$ cat src/rtl/alarm_pkg.sv
package alarm_pkg;

    localparam int NUM_FIELDS = 5;
    localparam int FIELD_W    = 8;
    localparam int CSR_W      = 8;
    localparam int FLAG_BIT   = 6;
    localparam int STAMP_W    = NUM_FIELDS * FIELD_W;

    // Position of each field inside a stamp and inside the skip vector
    typedef enum logic [2:0] {
        FLD_SEC   = 3'd0,
        FLD_MIN   = 3'd1,
        FLD_HOUR  = 3'd2,
        FLD_DATE  = 3'd3,
        FLD_MONTH = 3'd4
    } field_e;

    typedef logic [FIELD_W-1:0] bcd_t;

    // Seconds occupy the least significant byte
    typedef struct packed {
        bcd_t month;
        bcd_t date;
        bcd_t hour;
        bcd_t min;
        bcd_t sec;
    } stamp_t;

    function automatic bcd_t stamp_field(input stamp_t s, input field_e f);
        logic [STAMP_W-1:0] flat;
        flat = s;
        return flat[int'(f)*FIELD_W +: FIELD_W];
    endfunction

    function automatic logic is_clear_write(input logic wr, input logic [CSR_W-1:0] data);
        return wr && !data[FLAG_BIT];
    endfunction

endpackage

$ cat src/rtl/alarm_field_cmp.sv
module alarm_field_cmp #(
    parameter int W = 8
) (
    input  logic [W-1:0] cur_i,
    input  logic [W-1:0] tgt_i,
    input  logic         skip_i,
    output logic         hit_o
);
    // Raw byte equality: BCD digits are compared as stored
    always_comb begin
        hit_o = skip_i || (cur_i == tgt_i);
    end
endmodule

$ cat src/rtl/alarm_flag_reg.sv
module alarm_flag_reg (
    input  logic clk,
    input  logic rst,
    input  logic tick_i,
    input  logic en_i,
    input  logic hit_i,
    input  logic clr_i,
    output logic flag_o
);
    logic set_now;

    always_comb begin
        set_now = tick_i && en_i && hit_i;
    end

    // A set in the same cycle as a clear takes priority
    always_ff @(posedge clk) begin
        if (rst) begin
            flag_o <= 1'b0;
        end else if (set_now) begin
            flag_o <= 1'b1;
        end else if (clr_i) begin
            flag_o <= 1'b0;
        end
    end
endmodule

$ cat src/rtl/alarm_match_unit.sv
module alarm_match_unit
    import alarm_pkg::*;
(
    input  logic               clk,
    input  logic               rst,
    input  logic               sec_tick,
    input  logic [FIELD_W-1:0] cur_sec,
    input  logic [FIELD_W-1:0] cur_min,
    input  logic [FIELD_W-1:0] cur_hour,
    input  logic [FIELD_W-1:0] cur_date,
    input  logic [FIELD_W-1:0] cur_month,
    input  logic [FIELD_W-1:0] alm_sec,
    input  logic [FIELD_W-1:0] alm_min,
    input  logic [FIELD_W-1:0] alm_hour,
    input  logic [FIELD_W-1:0] alm_date,
    input  logic [FIELD_W-1:0] alm_month,
    input  logic [NUM_FIELDS-1:0] alm_skip,
    input  logic               alarm_en,
    input  logic               csr_wr,
    input  logic [CSR_W-1:0]   csr_wdata,
    output logic               alarm_flag,
    output logic               alarm_req_n
);
    stamp_t                now_s;
    stamp_t                tgt_s;
    logic [NUM_FIELDS-1:0] hits;
    logic                  all_hit;
    logic                  clr_req;
    logic                  unused_csr;

    always_comb begin
        now_s = '{month: cur_month, date: cur_date, hour: cur_hour,
                  min: cur_min, sec: cur_sec};
        tgt_s = '{month: alm_month, date: alm_date, hour: alm_hour,
                  min: alm_min, sec: alm_sec};
    end

    for (genvar i = 0; i < NUM_FIELDS; i++) begin : g_field
        alarm_field_cmp #(.W(FIELD_W)) u_cmp (
            .cur_i  (stamp_field(now_s, field_e'(i))),
            .tgt_i  (stamp_field(tgt_s, field_e'(i))),
            .skip_i (alm_skip[i]),
            .hit_o  (hits[i])
        );
    end

    always_comb begin
        all_hit    = &hits;
        clr_req    = is_clear_write(csr_wr, csr_wdata);
        unused_csr = ^csr_wdata;
    end

    alarm_flag_reg u_flag (
        .clk    (clk),
        .rst    (rst),
        .tick_i (sec_tick),
        .en_i   (alarm_en),
        .hit_i  (all_hit),
        .clr_i  (clr_req),
        .flag_o (alarm_flag)
    );

    always_comb begin
        alarm_req_n = !alarm_flag;
    end
endmodule

$ cat config.mk
export PLATFORM = sky130hd
export DESIGN_NAME = alarm_match_unit
export DESIGN_NICKNAME = d
export VERILOG_FILES = /design/src/rtl/alarm_pkg.sv /design/src/rtl/alarm_field_cmp.sv /design/src/rtl/alarm_flag_reg.sv /design/src/rtl/alarm_match_unit.sv
export SDC_FILE = /design/constraint.sdc
export NUM_CORES = 1
export LEC_CHECK = 0
export BUFFER_PORTS_ARGS = -buffer_cell sky130_fd_sc_hd__buf_2
export CAP_MARGIN = 20
export CORE_MARGIN = 2
export CORE_UTILIZATION = 27
export CTS_CLUSTER_SIZE = 16
export DETAILED_ROUTE_END_ITERATION = 6
export PLACE_DENSITY = 0.86
export SLEW_MARGIN = 20
export SYNTH_ARGS = -nofsm -noshare
export SYNTH_HDL_FRONTEND = slang
export SYNTH_SLANG_ARGS = --single-unit
$ cat constraint.sdc
create_clock -name clk -period 4.6 [get_ports clk]
set_input_delay 0.69 -clock clk [delete_from_list [all_inputs] [get_ports clk]]
set_output_delay 0.69 -clock clk [all_outputs]
set_load 0.01 [all_outputs]
==> impl_metrics.yaml <==
run:
  drv_cap: 0
logic_synthesis:
  ys_seq_area_share_pct: 3.99
  synth_top_area_cell: "xor2_1"
  synth_fa_ha_area_share_pct: 0
  synthMuxAreaShare_pct: 0
  syn_avg_cell_area_um2: 8.09
  synth_top_family_by_area: "XOR/XNOR gates"
  synth-xor-area-share_pct: 69.8
  synth_area_leaders: "xor2_1 70%, nor4_1 12%, a21oi_1 5.0%"
  ys_warn_count: 0
  ys_types: 9
  syn_nets: 160
  synth-simple-area-share_pct: 14.7
  syn_inst: 62
  syn-cell-area_um2: 502
  ys_seq_elements: 1
  synth_top_area_share_pct: 69.8
  synth_compound_area_share_pct: 9.98
routing:
  wl_per_cell_um: 9.25
  viasPerCell: 4.30
  via_count: 769
  routed_wl_um: 1660
  drtIter0Drc: 1
  detail-route-antenna-nets: 0
  drc: 0
  firstDrtPassIters: 2
die:
  die_y_um: 47.1
  dieArea_um2: 2220
  start_util_pct: 28.7
  die_w_um: 47.1
  rows: 15
  core_area_um2: 1750
  io_pins: 100
finish:
  antenna_cells: 0
  multi_input_area_um2: 474
  top_regs: "u_flag.flag_o: 1 flops"
  regMostFlops: "u_flag.flag_o"
  n_fill_cell: 175
  largest_reg_flops: 1
  layout.nets: 254
  syn_to_final_growth_pct: 98.0
  final_cell_mix: "92 x buf_2, 40 x xor2_1, 10 x nor4_1, 5 x a21oi_1, 2 x inv_1"
  regArea_um2: 20.0
  final_util_pct: 56.9
  drive_above_1_share_pct: 60.4
  mostFrequentLayoutCell: "buf_2"
placement:
  port_buffers: 92
  dp_hpwl_um: 1610
  place_ws_ns: 2.27
  gp_congestion: 0.640
pwr:
  netSwitchingFraction_pct: 35.0
  ir_drop_v: 0.0000397
  p_comb_share_pct: 89.0
  power_density_nw_per_um2: 81.5
  pwr-share-clk_pct: 0
  totalPowerFinal_uw: 81.0
  p_int_uw: 52.7
  p_switching_uw: 28.3
  p_leak_nw: 0.572
  power_frac_seq_pct: 11.0
timing:
  slew_headroom_pct: 83.0
  finalCritPeriodShare_pct: 49.6
  hold_slack_ns: 0.557
  rsz0062_at_grt: "no"
  hold_viol: 0
  drv_slew: 0
  worst_slack_ns: 2.32
  finalSetupViolations: 0
  fmax_mhz: 438
  layout_min_cycle_time_ns: 2.28
  tns_ns: 0
  worstMarginPinSlew_ns: 0.253
  finClkSkew_ns: 0
global_routing:
  grt_max_degree: 3
  antenna_found_initial: 0
  track_usage_pct: 12.8
  overflow: 0
  grt_pass1_wl_um: 2150
  grt_pass1_vias: 647
setup_path:
  crit_type: "in -> reg"
  crit_path_max_fanout: 1
  crit_required_ns: 4.50
  arrival_ns: 2.19
  startpoint_type: "input port"
  crit_path_end_kind: "flop"
status:
  status: "completed"
min_path:
  min_path_type: "reg -> reg"
clock_network:
  clock_latency_ns: 0
  post_cts_buffers: 0
  cts_resized: 0
  clk_pin_slew_ns: 0
  cts_hold_buffers: 0
==> worst max-delay path, cell delays in order <==
cell,delay [ns]
buf_2,0.10
xor2_1,0.15
nor4_1,0.29
a21oi_1,0.11
or4_1,0.54
o41ai_2,0.30
==> synthesized netlist by cell type <==
master,n
a211o_1,1
nand2_1,1
nor4_1,10
or4_1,1
xor2_1,40
dfxtp_1,1
o41ai_2,1
a21oi_1,5
inv_1,2
==> path summary, 6_finish.rpt <==
check        depth (start not counted)                          to                  startpoint  slack, ns
max reg2reg                          3  u_flag.flag_o$_SDFFE_PP0P_  u_flag.flag_o$_SDFFE_PP0P_       3.88
max                                  6  u_flag.flag_o$_SDFFE_PP0P_                 alm_date[3]       2.32
min                                  3  u_flag.flag_o$_SDFFE_PP0P_  u_flag.flag_o$_SDFFE_PP0P_       0.56
min reg2reg                          3  u_flag.flag_o$_SDFFE_PP0P_  u_flag.flag_o$_SDFFE_PP0P_       0.56
==> cells by family after synthesis <==
group / after synthesis
buf+inv: 2
simple gates: 12
compound gates: 7
xor+xnor: 40
flops: 1
==> power groups by stage <==
| stage | logic, mW | registers (mW) | clock network (mW) |
|---|---|---|---|
| 2_1_floorplan | 0.0264 | 0.00896 | 0 |
| 3_3_place_gp | 0.0700 | 0.00893 | 0 |
| 3_5_place_dp | 0.0729 | 0.00893 | 0 |
| 4_1_cts | 0.0734 | 0.00893 | 0 |
| 5_1_grt | 0.0802 | 0.00893 | 0 |
| 6_report | 0.0721 | 0.00893 | 0 |
==> cell type report <==
class | count | share of cell area [%]
inverter | 2 | 0.756
multi-input combinational | 59 | 47.7
sequential | 1 | 2.02
timing repair buffer | 92 | 46.3
tap | 25 | 3.15
==> stage by stage <==
stage / area [µm²] / instances
2_1_floorplan: 502 / 62
3_3_place_gp: 993 / 179
3_5_place_dp: 993 / 179
4_1_cts: 993 / 179
5_1_grt: 993 / 179
6_report: 993 / 179
==> metal layers <==
layer,GRT usage (%),vias up,routed length (µm)
met1,10.5,308,494
met4,0,0,0
li1,-,400,-
met5,0,-,0
met2,31.2,61,876
met3,1.54,0,285
Power figures use the tool's default switching activity.
